==> config.mk <==
export PLATFORM = sky130hd
export DESIGN_NAME = psh_top
export DESIGN_NICKNAME = d
export VERILOG_FILES = /design/src/rtl/psh_pkg.sv /design/src/rtl/psh_counter.sv /design/src/rtl/psh_chan.sv /design/src/rtl/psh_tap_mux.sv /design/src/rtl/psh_top.sv
export SDC_FILE = /design/constraint.sdc
export NUM_CORES = 1
export LEC_CHECK = 0
export ABC_AREA = 1
export BUFFER_PORTS_ARGS = -buffer_cell sky130_fd_sc_hd__buf_4
export CORE_ASPECT_RATIO = 1.5
export CORE_MARGIN = 5
export CORE_UTILIZATION = 51
export CTS_BUF_LIST = sky130_fd_sc_hd__clkbuf_8 sky130_fd_sc_hd__clkbuf_16
export DETAILED_ROUTE_END_ITERATION = 8
export MAX_ROUTING_LAYER = met4
export PLACE_DENSITY_LB_ADDON = 0.3
export SETUP_SLACK_MARGIN = 0.2
export SLEW_MARGIN = 25
export SYNTH_ARGS = -nofsm -noshare
export SYNTH_HDL_FRONTEND = slang
export SYNTH_SLANG_ARGS = --single-unit
==> constraint.sdc <==
create_clock -name clk_i -period 3 [get_ports clk_i]
set_clock_uncertainty 0.15 [all_clocks]
set_input_delay 0.15 -clock clk_i [delete_from_list [all_inputs] [get_ports clk_i]]
set_output_delay 0.15 -clock clk_i [all_outputs]
set_load 0.02 [all_outputs]
==> src/rtl/psh_pkg.sv <==
package psh_pkg;
  localparam int CNT_W  = 5;
  localparam int FINE_W = 4;
  localparam int PH_W   = CNT_W + FINE_W;

  localparam logic [1:0] FREQ_X1 = 2'd0;
  localparam logic [1:0] FREQ_X2 = 2'd1;

  typedef struct packed {
    logic [1:0]        freq;
    logic [CNT_W-1:0]  coarse;
    logic [FINE_W-1:0] fine;
  } psh_cfg_t;

  function automatic int unsigned period_shift(input logic [1:0] f);
    case (f)
      FREQ_X1: return 0;
      FREQ_X2: return 1;
      default: return 2;
    endcase
  endfunction

  function automatic logic [CNT_W-1:0] period_mask(input logic [1:0] f);
    logic [CNT_W-1:0] ones;
    ones = '1;
    return ones >> period_shift(f);
  endfunction

  // position within output period, used by checkers
  function automatic logic [CNT_W-1:0] phase_pos(input logic [CNT_W-1:0] cnt,
                                                 input logic [CNT_W-1:0] off,
                                                 input logic [1:0] f);
    logic [CNT_W-1:0] d;
    d = cnt - off;
    return d & period_mask(f);
  endfunction

  function automatic logic [CNT_W-1:0] half_period(input logic [1:0] f);
    return (period_mask(f) >> 1) + CNT_W'(1);
  endfunction
endpackage

==> src/rtl/psh_counter.sv <==
module psh_counter #(
  parameter int CNT_W = psh_pkg::CNT_W
) (
  input  logic             clk_i,
  input  logic             rst_ni,
  output logic [CNT_W-1:0] cnt_o,
  output logic [CNT_W-1:0] cnt_nxt_o,
  output logic             wrap_o
);
  logic [CNT_W-1:0] cnt_q;

  assign cnt_nxt_o = cnt_q + CNT_W'(1);
  assign wrap_o    = &cnt_q;
  assign cnt_o     = cnt_q;

  always_ff @(posedge clk_i or negedge rst_ni) begin
    if (!rst_ni) cnt_q <= '0;
    else         cnt_q <= cnt_nxt_o;
  end


  a_r1_count_step: assert property (@(posedge clk_i) disable iff (!rst_ni)
    1'b1 |=> (cnt_q == $past(cnt_q) + CNT_W'(1)));
endmodule

==> src/rtl/psh_chan.sv <==
module psh_chan
  import psh_pkg::*;
#(
  parameter int CW = psh_pkg::CNT_W,
  parameter int FW = psh_pkg::FINE_W
) (
  input  logic          clk_i,
  input  logic          rst_ni,
  input  logic [CW-1:0] cnt_i,
  input  logic [CW-1:0] cnt_nxt_i,
  input  logic          wrap_i,
  input  psh_cfg_t      cfg_i,
  output logic          coarse_o,
  output logic [FW-1:0] fine_sel_o
);
  psh_cfg_t act_q, act_nxt;
  logic [CW-1:0] diff_nxt;
  logic          coarse_q, coarse_nxt;
  int unsigned   hi_idx;

  always_comb begin
    act_nxt    = wrap_i ? cfg_i : act_q;
    diff_nxt   = cnt_nxt_i - act_nxt.coarse;
    hi_idx     = CW - 1 - period_shift(act_nxt.freq);
    coarse_nxt = ~diff_nxt[hi_idx];
  end

  always_ff @(posedge clk_i or negedge rst_ni) begin
    if (!rst_ni) begin
      act_q    <= '0;
      coarse_q <= 1'b1;
    end else begin
      act_q    <= act_nxt;
      coarse_q <= coarse_nxt;
    end
  end

  assign coarse_o   = coarse_q;
  assign fine_sel_o = act_q.fine;


  a_r5_hold_between_wraps: assert property (@(posedge clk_i) disable iff (!rst_ni)
    !wrap_i |=> $stable(act_q));


  a_r3_rise_at_offset: assert property (@(posedge clk_i) disable iff (!rst_ni)
    ($rose(coarse_q) && !$past(wrap_i)) |->
      (phase_pos(cnt_i, act_q.coarse, act_q.freq) == '0));


  a_r2_fall_at_half: assert property (@(posedge clk_i) disable iff (!rst_ni)
    ($fell(coarse_q) && !$past(wrap_i)) |->
      (phase_pos(cnt_i, act_q.coarse, act_q.freq) == half_period(act_q.freq)));
endmodule

==> src/rtl/psh_tap_mux.sv <==
module psh_tap_mux #(
  parameter int FW = psh_pkg::FINE_W,
  localparam int NT = 2 ** FW
) (
  input  logic [NT-1:0] taps_i,
  input  logic [FW-1:0] sel_i,
  output logic          clk_o
);
  assign clk_o = taps_i[sel_i];
endmodule

==> src/rtl/psh_top.sv <==
module psh_top
  import psh_pkg::*;
#(
  parameter int NCH = 3,
  localparam int NT = 2 ** FINE_W
) (
  input  logic                  clk_i,
  input  logic                  rst_ni,
  input  logic [2*NCH-1:0]      cfg_freq_i,
  input  logic [PH_W*NCH-1:0]   cfg_phase_i,
  input  logic [NT*NCH-1:0]     taps_i,
  output logic [NCH-1:0]        coarse_o,
  output logic [FINE_W*NCH-1:0] fine_sel_o,
  output logic [NCH-1:0]        clk_o
);
  logic [CNT_W-1:0] cnt, cnt_nxt;
  logic             wrap;

  psh_counter #(.CNT_W(CNT_W)) u_cnt (
    .clk_i     (clk_i),
    .rst_ni    (rst_ni),
    .cnt_o     (cnt),
    .cnt_nxt_o (cnt_nxt),
    .wrap_o    (wrap)
  );

  for (genvar ch = 0; ch < NCH; ch++) begin : g_ch
    psh_cfg_t          cfg;
    logic [FINE_W-1:0] sel;

    assign cfg.freq   = cfg_freq_i[2*ch +: 2];
    assign cfg.coarse = cfg_phase_i[PH_W*ch + FINE_W +: CNT_W];
    assign cfg.fine   = cfg_phase_i[PH_W*ch +: FINE_W];

    psh_chan #(.CW(CNT_W), .FW(FINE_W)) u_chan (
      .clk_i      (clk_i),
      .rst_ni     (rst_ni),
      .cnt_i      (cnt),
      .cnt_nxt_i  (cnt_nxt),
      .wrap_i     (wrap),
      .cfg_i      (cfg),
      .coarse_o   (coarse_o[ch]),
      .fine_sel_o (sel)
    );

    psh_tap_mux #(.FW(FINE_W)) u_mux (
      .taps_i (taps_i[NT*ch +: NT]),
      .sel_i  (sel),
      .clk_o  (clk_o[ch])
    );

    assign fine_sel_o[FINE_W*ch +: FINE_W] = sel;
  end
endmodule

==> impl_summary.log, run 1 <==
INFO  metric status = finished, final reports clean
INFO  metric gp_congestion = 0.905
INFO  metric max_cap_violations = 0
INFO  metric synth.yosys.seq_area_share = 0.360
INFO  metric cell_variety_after_synth = 24
INFO  metric achievable-frequency = 0.377 GHz
INFO  metric groute.usage.overall = 0.198
INFO  metric crit_path_max_incr_delay = 0.42 ns
INFO  metric worst_setup_hold_path_clk_slew = 0.08 ns
INFO  metric critical_path_arrival = 2.73 ns
INFO  metric syn_area_per_cell = 7.12 um^2
INFO  metric critPathBufInv = 3
INFO  metric synthDominantCellAreaShare = 0.332
INFO  metric fp.dieH = 102 um
INFO  metric first_global_vias = 2,712
INFO  metric worst_hold_path_type = primary input to flop
INFO  metric area_added_between_synthesis_and_finish = 36.8%
INFO  metric total_leakage_power = 2.16 nW
INFO  metric vdd_drop_max = 0.000296 V
INFO  metric startpoint_type = flop
INFO  metric finalHoldViolCount = 0
INFO  metric wl_per_cell = 12.1 um
INFO  metric viasPerCell = 4.86
INFO  metric timing.final.crit_period = 2.65 ns
INFO  metric design.portCount = 101
INFO  metric hold-path-cell-count = 5
INFO  metric n_fill_cell = 447
INFO  metric timing.critical_path.to_type = flop
INFO  metric hold_path.startpoint = cfg_freq_i[4]
INFO  metric cts_max_level = 2
INFO  metric synthDominantAreaCellType = sky130_fd_sc_hd__dfrtp_1
INFO  metric drive_gt1_frac = 0.276
INFO  metric routed-via-count = 2,836
INFO  metric clock_tree.buffer_depth = 2
INFO  metric numPortBuffers = 100
INFO  metric first_pass_grt_wire_length = 11,300 um
INFO  metric yosysWarnings = 0
INFO  metric final_design_area_no_fill = 3910 um^2
INFO  metric number_of_drc_violations_after_detailed_routing_iteration_0 = 100
INFO  metric worstPathCellList = ha_1, nand2_1, nor2_2, ha_4, buf_12, nand2_1, nand2_1, ha_1, inv_1, fa_1, nand3_1, nand3_1, inv_1, nand3_1, nand3_1, nand2_1
INFO  metric hpwlAfterDp = 5160 um
INFO  metric relative_slew_slack = 0.654
INFO  metric slew_violations = 0
INFO  metric critical_path_peak_fanout = 13
INFO  metric route.final.wire_length = 7060 um
INFO  metric final_worst_path_cycle_share = 0.883
INFO  metric place.detailed.instances = 548
INFO  metric clk_latency = 0.29 ns
INFO  metric critPathTopFamily = adder cells
INFO  metric fp-row-count = 33
INFO  metric initial_utilization = 0.525
INFO  metric placedInstanceArea = 3520 um^2
INFO  metric worstMarginPinSlew = 0.519 ns
INFO  metric nets_final = 613
INFO  metric total_clock_buffers_created_by_cts = 5
INFO  metric finalSetupViolations = 0
INFO  metric antenna_left = 0
INFO  metric ys_ff_latch = 41
INFO  metric totalPowerFinal = 1.25 mW
INFO  metric drt_drc_violations_left = 0
INFO  metric min_delay_worst_endpoint = g_ch[2].u_chan.act_q[9]
INFO  metric initial_antenna_violation_count = 0
INFO  metric crit-reg2reg-launch = u_cnt.cnt_o[0]
INFO  metric cts.root.buffer_cell = sky130_fd_sc_hd__clkbuf_8
INFO  metric fp.dieArea = 7240 um^2
INFO  metric reg2regPathDepth = 16
INFO  metric numClockSinks = 41
INFO  metric crit_type = flop to flop
INFO  metric antennaDiodeCount = 0
INFO  metric core_area = 5450 um^2
INFO  metric reg2reg_setup_slack = 0.35 ns
INFO  metric pin_count_of_the_biggest_net_entering_global_routing = 42
INFO  metric die_width = 71.1 um
INFO  metric final_cell_count_no_fill = 584
INFO  metric mappedNetlistArea = 2860 um^2
INFO  metric synth.area.top_cells = sky130_fd_sc_hd__dfrtp_1 33%, sky130_fd_sc_hd__nand2_1 19%, sky130_fd_sc_hd__inv_1 7.2%
INFO  metric tritoncts = yes
INFO  metric critical_path.reg2reg.endpoint = g_ch[1].u_chan.coarse_o
INFO  metric rsz0062_at_grt = true
INFO  metric power_per_cell_area = 320 nW/um^2
INFO  metric crit_slowest_cell = sky130_fd_sc_hd__dfrtp_2
INFO  metric drt_pre_antenna_iters = 5
INFO  metric gr-total-overflow = 0
INFO  metric cp.required = 3.08 ns
INFO  metric timing.setup.tns = 0 ns
INFO  metric net_count_after_synthesis = 502
INFO  metric syn_inst = 402
==> metrics by stage <==
step / worst slack, ns / utilization / hold WS, ns
after floorplan: 0.233 / - / -0.296
after global placement: 0.274 / 0.646 / 0.0122
after detailed placement: 0.195 / 0.646 / 0.0149
after CTS: 0.214 / 0.708 / 0.00216
after global routing: 0.172 / 0.718 / 0.0181
final: 0.351 / 0.718 / 0.00852
==> synthesized netlist by cell type (all sizes together) <==
master	number
nor2	20
o211ai	2
xor2	3
buf	27
xnor2	2
inv	59
o21ai	25
or2	8
a21oi	3
dfstp	3
ha	14
fa	3
dfrtp	38
nand3	41
nand2	154
==> state kept, by name (all words and copies together) (netlist names) <==
register	flops
g_ch.u_chan.act_q	21
g_ch.u_chan.fine_sel_o	12
u_cnt.cnt_o	5
g_ch.u_chan.coarse_o	3
==> layout make-up <==
cell class                 count  area, um^2  area share
sequential                    41        1030       0.264
tap                           70        87.6      0.0224
inverter                      59         226      0.0579
clock inverter                 3        13.8     0.00352
timing repair buffer         131        1060       0.272
multi-input combinational    275        1420       0.364
clock buffer                   5        68.8      0.0176
==> worst min-delay path, delay by kind of cell <==
kind,cells,cell delay (ns)
buffers and inverters,3,0.17
AND/OR/NAND/NOR,2,0.10
==> worst max path at each step <==
| stage | startpoint | endpoint | slack [ns] | cells after the start |
|---|---|---|---|---|
| after CTS | u_cnt.cnt_o[0] | g_ch[1].u_chan.coarse_o | 0.21 | 16 |
| after floorplan | u_cnt.cnt_o[0] | g_ch[2].u_chan.coarse_o | 0.23 | 20 |
| after global placement | u_cnt.cnt_o[0] | g_ch[1].u_chan.coarse_o | 0.27 | 16 |
| after global routing | u_cnt.cnt_o[0] | g_ch[2].u_chan.coarse_o | 0.17 | 18 |
| final | u_cnt.cnt_o[0] | g_ch[1].u_chan.coarse_o | 0.35 | 16 |
| after detailed placement | u_cnt.cnt_o[0] | g_ch[1].u_chan.coarse_o | 0.20 | 16 |
==> routing by layer <==
layer / wire length (um) / track usage / vias to the layer above
met5: 0 / - / -
met4: 170 / 0.0868 / 0
met3: 473 / 0.0427 / 17
met2: 3760 / 0.354 / 90
met1: 2660 / 0.206 / 1293
li1: - / - / 1436
==> report_power, final <==
part           switching (mW)  leakage [nW]  internal (mW)
Sequential             0.0177         0.476          0.583
Combinational           0.146          1.64          0.163
Clock                   0.186        0.0491          0.158
==> cells by family (layout without fill, tap and decap cells) <==
family                     after synthesis  count (layout)  synth area share
buffers and inverters                   86             198             0.148
xor gates and xnor gates                 5               5            0.0153
and+or+nand+nor                        223             223             0.332
DFF                                     41              41             0.360
AOI/OAI and AO/OA                       30              30            0.0621
adders and majority gates               17              17            0.0822
==> what timing repair did <==
action,in CTS,in global routing
buffers inserted,0,3
resized for setup,1,9
endpoints found under the hold margin,62,0
setup endpoints to repair,1,3
hold buffers,25,0
pin swaps,0,1
==> placed cells by master (no fill, tap or decap) <==
master                          instances
sky130_fd_sc_hd__a21oi_1                3
sky130_fd_sc_hd__buf_12                 1
sky130_fd_sc_hd__buf_4                104
sky130_fd_sc_hd__buf_6                  1
sky130_fd_sc_hd__clkbuf_8               5
sky130_fd_sc_hd__clkinv_2               2
sky130_fd_sc_hd__dfrtp_1               37
sky130_fd_sc_hd__dfrtp_2                1
sky130_fd_sc_hd__dfstp_2                3
sky130_fd_sc_hd__dlygate4sd3_1         25
sky130_fd_sc_hd__fa_1                   3
sky130_fd_sc_hd__ha_1                  13
sky130_fd_sc_hd__ha_4                   1
sky130_fd_sc_hd__inv_1                 56
sky130_fd_sc_hd__inv_2                  3
sky130_fd_sc_hd__inv_6                  1
sky130_fd_sc_hd__nand2_1              144
sky130_fd_sc_hd__nand2_2                7
sky130_fd_sc_hd__nand2_4                3
sky130_fd_sc_hd__nand3_1               41
sky130_fd_sc_hd__nor2_1                18
sky130_fd_sc_hd__nor2_2                 2
sky130_fd_sc_hd__o211ai_1               2
sky130_fd_sc_hd__o21ai_0               17
sky130_fd_sc_hd__o21ai_1                2
sky130_fd_sc_hd__o21ai_2                6
sky130_fd_sc_hd__or2_1                  6
sky130_fd_sc_hd__or2_2                  2
sky130_fd_sc_hd__xnor2_1                2
sky130_fd_sc_hd__xor2_1                 3
Power figures use the tool's default switching activity.
==> run 2, diff against run 1 <==
Settings changed: CORE_MARGIN 5 to unset.
==> run 2 against run 1 <==
Cell count rose by 0.17%. Die area shrank 18%. Wire length is 1.5% lower. Flip-flop and latch count did not move. Largest power group unchanged. Largest cell class unchanged. Critical endpoint is now g_ch[2].u_chan.coarse_o. Clock power grew 24%. Hold slack improved by 0.013 ns.
==> impl_summary.log, run 2 (synthesis results as in run 1) <==
INFO  metric finalHoldViolCount = 0 (unchanged)
INFO  metric drt_pre_antenna_iters = 4 (-1)
INFO  metric wl_per_cell = 11.9 um (-1.7%)
INFO  metric fp.dieH = 93.7 um (-7.9%)
INFO  metric reg2reg_setup_slack = 0.25 ns (-0.10 ns)
INFO  metric nets_final = 615 (+0.33%)
INFO  metric design.portCount = 101 (unchanged)
INFO  metric critical_path_peak_fanout = 12 (-1)
INFO  metric route.final.wire_length = 6950 um (-1.5%)
INFO  metric gr-total-overflow = 0 (unchanged)
INFO  metric vdd_drop_max = 0.000377 V (+27%)
INFO  metric cts_max_level = 2 (unchanged)
INFO  metric first_pass_grt_wire_length = 11,100 um (-1.0%)
INFO  metric slew_violations = 0 (unchanged)
INFO  metric critical_path.reg2reg.endpoint = g_ch[2].u_chan.coarse_o
INFO  metric layout_commonest_cell = sky130_fd_sc_hd__nand2_1
INFO  metric tritoncts = yes
INFO  metric clock_tree.buffer_depth = 2 (unchanged)
INFO  metric crit_type = flop to flop
INFO  metric timing.critical_path.to_type = flop
INFO  metric finalSetupViolations = 0 (unchanged)
INFO  metric cp.required = 3.08 ns (about the same)
INFO  metric first_global_vias = 2,689 (-0.85%)
INFO  metric max_cap_violations = 0 (unchanged)
INFO  metric timing.final.crit_period = 2.75 ns (+0.103 ns)
INFO  metric power_per_cell_area = 334 nW/um^2 (+4.3%)
INFO  metric viasPerCell = 4.83 (-0.63%)
INFO  metric reg2regPathDepth = 18 (+2)
INFO  metric final_design_area_no_fill = 4000 um^2 (+2.1%)
INFO  metric fp.dieArea = 5920 um^2 (-18%)
INFO  metric fp-row-count = 33 (unchanged)
INFO  metric startpoint = u_cnt.cnt_o[0]
INFO  metric pin_count_of_the_biggest_net_entering_global_routing = 42 (unchanged)
INFO  metric achievable-frequency = 0.363 GHz (-3.7%)
INFO  metric antennaDiodeCount = 0 (unchanged)
INFO  metric number_of_drc_violations_after_detailed_routing_iteration_0 = 118 (+18%)
INFO  metric initial_antenna_violation_count = 0 (unchanged)
INFO  metric hpwlAfterDp = 4730 um (-8.4%)
INFO  metric routed-via-count = 2,823 (-0.46%)
INFO  metric critical_path_arrival = 2.83 ns (+0.10 ns)
INFO  metric critPathTopFamily = adder cells
INFO  metric worstMarginPinSlew = 0.522 ns (+0.00260 ns)
INFO  metric crit_path_max_incr_delay = 0.40 ns (-0.02 ns)
INFO  metric critical_path_s_most_frequent_cell = sky130_fd_sc_hd__nand2_1
INFO  metric largest_register_by_flop_count = g_ch.u_chan.act_q
INFO  metric largest_register_ffs = 21 (unchanged)
INFO  metric worstPathCellList = ha_1, nand2_1, nor2_2, ha_4, buf_12, nand2_1, nand2_1, ha_1, inv_1, fa_2, nand3_1, inv_1, nor2_2, inv_1, nand2_1, nand2_1, nand2_1, nand2_1
INFO  metric rsz0062_at_grt = true
INFO  metric cts.root.buffer_cell = sky130_fd_sc_hd__clkbuf_8
INFO  metric crit-reg2reg-launch = u_cnt.cnt_o[0]
INFO  metric area_added_between_synthesis_and_finish = 39.7%
INFO  metric crit_slowest_cell = sky130_fd_sc_hd__dfrtp_2
INFO  metric timing.setup.tns = 0 ns (unchanged)
INFO  metric numPortBuffers = 100 (unchanged)
INFO  metric worstSetupPathDepth = 18 (+2)
INFO  metric startpoint_type = flop
INFO  metric total_clock_buffers_created_by_cts = 5 (unchanged)
INFO  metric gp_congestion = 0.842 (-7.0%)
INFO  metric worst_setup_path_endpoint = g_ch[2].u_chan.coarse_o
INFO  metric critPathBufInv = 4 (+1)
INFO  metric relative_slew_slack = 0.652 (-0.00174)
INFO  metric layout.cells.most_common_list = 144 x sky130_fd_sc_hd__nand2_1, 105 x sky130_fd_sc_hd__buf_4, 55 x sky130_fd_sc_hd__inv_1
INFO  metric numClockSinks = 41 (unchanged)
INFO  metric die_width = 63.1 um (-11%)
INFO  metric core_area = 5450 um^2 (unchanged)
INFO  metric placedInstanceArea = 3520 um^2 (about the same)
INFO  metric worst_hold_path_type = primary input to flop
INFO  metric worst_setup_hold_path_clk_slew = 0.08 ns (about the same)
INFO  metric antenna_left = 0 (unchanged)
INFO  metric initial_utilization = 0.525 (unchanged)
INFO  metric final_worst_path_cycle_share = 0.917 (+0.0342)
INFO  metric groute.usage.overall = 0.245 (+0.0465)
INFO  metric status = finished, final reports clean
INFO  metric drt_drc_violations_left = 0 (unchanged)
INFO  metric total_leakage_power = 2.19 nW (+1.2%)
INFO  metric drive_gt1_frac = 0.285 (+0.00917)
INFO  metric clk_latency = 0.29 ns (about the same)
## run 2: worst min path at each step
stage              startpoint                       end  depth (start not counted)
6_report        cfg_freq_i[4]   g_ch[2].u_chan.act_q[9]                          5
2_1_floorplan          rst_ni  g_ch[0].u_chan.act_q[10]                          0
3_3_place_gp           rst_ni   g_ch[1].u_chan.act_q[9]                          1
4_1_cts         cfg_freq_i[0]   g_ch[0].u_chan.act_q[9]                          5
3_5_place_dp           rst_ni   g_ch[1].u_chan.act_q[9]                          1
5_1_grt        cfg_phase_i[6]   g_ch[0].u_chan.act_q[6]                          4
## run 2: tightest hold or removal path: stages
cell and delay, ns:
sky130_fd_sc_hd__buf_4 0.07, sky130_fd_sc_hd__inv_1 0.03, sky130_fd_sc_hd__nand2_1 0.04, sky130_fd_sc_hd__nand2_1 0.06, sky130_fd_sc_hd__inv_1 0.07
## run 2: power breakdown
part           total, mW  internal, mW  switching, mW
sequential         0.601         0.583         0.0185
combinational      0.310         0.164          0.146
clock              0.424         0.242          0.182
## run 2: per-layer routing
layer / track usage / share of wire
met5: - / 0
met4: 0.0775 / 0.019
met3: 0.0570 / 0.058
met2: 0.454 / 0.54
met1: 0.250 / 0.39
## run 2: per-stage QoR
step	power (mW)	cells	hold WS [ns]	util	setup slack [ns]
global placement	0.886	546	0.00770	0.646	0.333
CTS	1.34	579	0.0132	0.717	0.212
detailed placement	0.893	546	0.0138	0.646	0.189
finish	1.34	585	0.0212	0.733	0.248
floorplan	0.773	402	-0.296	-	0.233
global route	1.40	585	0.0217	0.733	0.0682
## run 2: final cells by class
cell class                 instances  area (um^2)
clock inverter                     2         35.0
fill                             456         1460
timing repair buffer             133         1120
multi-input combinational        275         1430
tap                               70         87.6
inverter                          59          226
sequential                        41         1030
clock buffer                       5         68.8
## run 2: repair_timing
action | 4_1_cts | 5_1_grt
setup buffers | 0 | 5
endpoints found under the hold margin | 62 | 0
gates cloned | 1 | 1
setup endpoints to repair | 1 | 3
pin swaps | 0 | 2
gates resized for setup | 2 | 6
hold buffers | 25 | 0
==> run 3, diff against run 2 <==
Settings changed: CELL_PAD_IN_SITES_DETAIL_PLACEMENT set to 0, CELL_PAD_IN_SITES_GLOBAL_PLACEMENT set to 2, CORE_UTILIZATION 51 to 27.
==> run 3 against run 2 <==
Maximum frequency is 7.5% higher. Clock power up 49%. Critical endpoint unchanged. Count of clock-buffer cells in the layout is 1 higher. Core utilization decreased by 33 points. Non-clock buffer count fell by 3.
==> impl_summary.log, run 3 (synthesis results as in run 1) <==
INFO  metric status = finished, final reports clean
INFO  metric global_route.usage.met2 = 0.248 (-0.206)
INFO  metric nets_final = 612 (-0.49%)
INFO  metric cts_max_level = 2 (unchanged)
INFO  metric top_usage_layer = met2
INFO  metric gr-total-overflow = 0 (unchanged)
INFO  metric finalCoreUtilization = 0.402 (-0.331)
INFO  metric power_per_cell_area = 376 nW/um^2 (+13%)
INFO  metric pin_count_of_the_biggest_net_entering_global_routing = 42 (unchanged)
INFO  metric routed-via-count = 2,705 (-4.2%)
INFO  metric layout_commonest_cell = sky130_fd_sc_hd__nand2_1
INFO  metric largest_register_ffs = 21 (unchanged)
INFO  metric route.final.wire_length = 7380 um (+6.1%)
INFO  metric finalHoldViolCount = 0 (unchanged)
INFO  metric design.portCount = 101 (unchanged)
INFO  metric finalSetupViolations = 0 (unchanged)
INFO  metric clk_latency = 0.28 ns (about the same)
INFO  metric timing.critical_path.to_type = flop
INFO  metric initial_antenna_violation_count = 0 (unchanged)
INFO  metric critical_path_peak_fanout = 10 (-2)
INFO  metric relative_slew_slack = 0.636 (-0.0161)
INFO  metric numClockSinks = 41 (unchanged)
INFO  metric worst_hold_path_type = primary input to flop
INFO  metric n_fill_cell = 1,088 (+140%)
INFO  metric hpwlAfterDp = 5520 um (+17%)
INFO  metric cp.required = 3.06 ns (-0.02 ns)
INFO  metric fp-row-count = 45 (+36%)
INFO  metric holdWs = 0.00856 ns (-0.0127 ns)
INFO  metric numPortBuffers = 100 (unchanged)
INFO  metric first_global_vias = 2,550 (-5.2%)
INFO  metric first_pass_grt_wire_length = 11,700 um (+4.8%)
INFO  metric clock_tree.buffer_depth = 2 (unchanged)
INFO  metric tritoncts = yes
INFO  metric layout.cells.most_common_list = 144 x sky130_fd_sc_hd__nand2_1, 104 x sky130_fd_sc_hd__buf_4, 55 x sky130_fd_sc_hd__inv_1
INFO  metric critical_path_arrival = 2.62 ns (-0.21 ns)
INFO  metric final_worst_path_cycle_share = 0.854 (-0.0637)
INFO  metric groute.usage.overall = 0.138 (-0.106)
INFO  metric total_leakage_power = 2.20 nW (+0.24%)
INFO  metric final_cell_count_no_fill = 654 (+12%)
INFO  metric drive_gt1_frac = 0.277 (-0.00863)
INFO  metric gr_layer_usage_met1 = 0.155 (-0.0950)
INFO  metric rsz0062_at_grt = false
INFO  metric total_clock_buffers_created_by_cts = 5 (unchanged)
INFO  metric wl_per_cell = 11.3 um (-5.1%)
INFO  metric slew_violations = 0 (unchanged)
INFO  metric achievable-frequency = 0.391 GHz (+7.5%)
INFO  metric timing.final.crit_period = 2.56 ns (-0.191 ns)
INFO  metric fp.dieArea = 11,000 um^2 (+86%)
INFO  metric largest_register_by_flop_count = g_ch.u_chan.act_q
INFO  metric worst_setup_hold_path_clk_slew = 0.06 ns (-0.02 ns)
INFO  metric reg2reg_setup_slack = 0.44 ns (+0.19 ns)
INFO  metric gp_congestion = 0.729 (-13%)
INFO  metric timing.setup.tns = 0 ns (unchanged)
INFO  metric core_area = 10,200 um^2 (+87%)
INFO  metric grt_use_met3 = 0.0245 (-0.0326)
INFO  metric fp.dieH = 128 um (+37%)
INFO  metric worstMarginPinSlew = 0.544 ns (+0.0223 ns)
INFO  metric cts.root.buffer_cell = sky130_fd_sc_hd__clkbuf_16
INFO  metric vdd_drop_max = 0.000220 V (-42%)
INFO  metric crit_type = flop to flop
INFO  metric area_added_between_synthesis_and_finish = 43.1%
INFO  metric die_width = 86.0 um (+36%)
INFO  metric number_of_drc_violations_after_detailed_routing_iteration_0 = 46 (-61%)
INFO  metric viasPerCell = 4.14 (-14%)
INFO  metric drt_drc_violations_left = 0 (unchanged)
INFO  metric antenna_left = 0 (unchanged)
INFO  metric antennaDiodeCount = 0 (unchanged)
INFO  metric initial_utilization = 0.281 (-0.244)
INFO  metric drt_pre_antenna_iters = 4 (unchanged)
INFO  metric startpoint_type = flop
INFO  metric place.detailed.instances = 619 (+13%)
INFO  metric max_cap_violations = 0 (unchanged)
## run 3: worst paths after layout
check,start,endpoint,cells after the start
max in group asynchronous,rst_ni,g_ch[0].u_chan.coarse_o,2
min in group asynchronous,rst_ni,g_ch[1].u_chan.act_q[9],2
max reg2reg,u_cnt.cnt_o[0],g_ch[2].u_chan.coarse_o,17
min,cfg_freq_i[5],g_ch[2].u_chan.act_q[10],3
max,u_cnt.cnt_o[0],g_ch[2].u_chan.coarse_o,17
min reg2reg,g_ch[0].u_chan.act_q[6],g_ch[0].u_chan.act_q[6],2
## run 3: what timing repair did
item,in CTS,in global routing
buffers inserted,0,2
gates resized for setup,0,2
hold buffers,24,0
setup endpoints to repair,0,3
hold endpoints to repair,61,0
## run 3: routing by layer
layer | vias up | wire (um)
met5 | - | 0
met4 | 0 | 63
met3 | 4 | 415
met2 | 65 | 3900
met1 | 1205 | 3000
li1 | 1431 | -
## run 3: layout make-up
type                    instances  area [um^2]  area share
inverters                      59          221      0.0541
flip-flops and latches         41         1030       0.252
clock inverters                 2         37.5     0.00917
multi-input cells             275         1420       0.348
repair buffers                130         1070       0.260
clock buffers                   6          139      0.0339
well taps                     141          176      0.0431
## run 3: stage by stage
step / cell area (um^2) / total power, mW / setup slack (ns)
finish: 4090 / 1.54 / 0.439
global route: 4090 / 1.62 / 0.207
CTS: 4040 / 1.57 / 0.326
detailed placement: 3620 / 0.898 / 0.342
global placement: 3620 / 0.898 / 0.425
floorplan: 2860 / 0.773 / 0.233
## run 3: critical path: stages, from the launching register on
cell and delay (ns):
sky130_fd_sc_hd__dfrtp_1 0.35, sky130_fd_sc_hd__ha_1 0.18, sky130_fd_sc_hd__nand2_1 0.07, sky130_fd_sc_hd__nor2_2 0.13
sky130_fd_sc_hd__ha_4 0.22, sky130_fd_sc_hd__inv_2 0.10, sky130_fd_sc_hd__buf_4 0.19, sky130_fd_sc_hd__or2_1 0.23
sky130_fd_sc_hd__o21ai_2 0.07, sky130_fd_sc_hd__ha_1 0.29, sky130_fd_sc_hd__nand3_1 0.09, sky130_fd_sc_hd__inv_1 0.04
sky130_fd_sc_hd__nor2_1 0.11, sky130_fd_sc_hd__inv_1 0.06, sky130_fd_sc_hd__nand2_1 0.06, sky130_fd_sc_hd__nand2_1 0.06
sky130_fd_sc_hd__nand2_1 0.06, sky130_fd_sc_hd__nand2_1 0.05
## run 3: power by group
part | total [mW] | internal [mW] | switching, mW
Combinational | 0.307 | 0.162 | 0.144
Clock | 0.632 | 0.415 | 0.217
Sequential | 0.602 | 0.584 | 0.0187
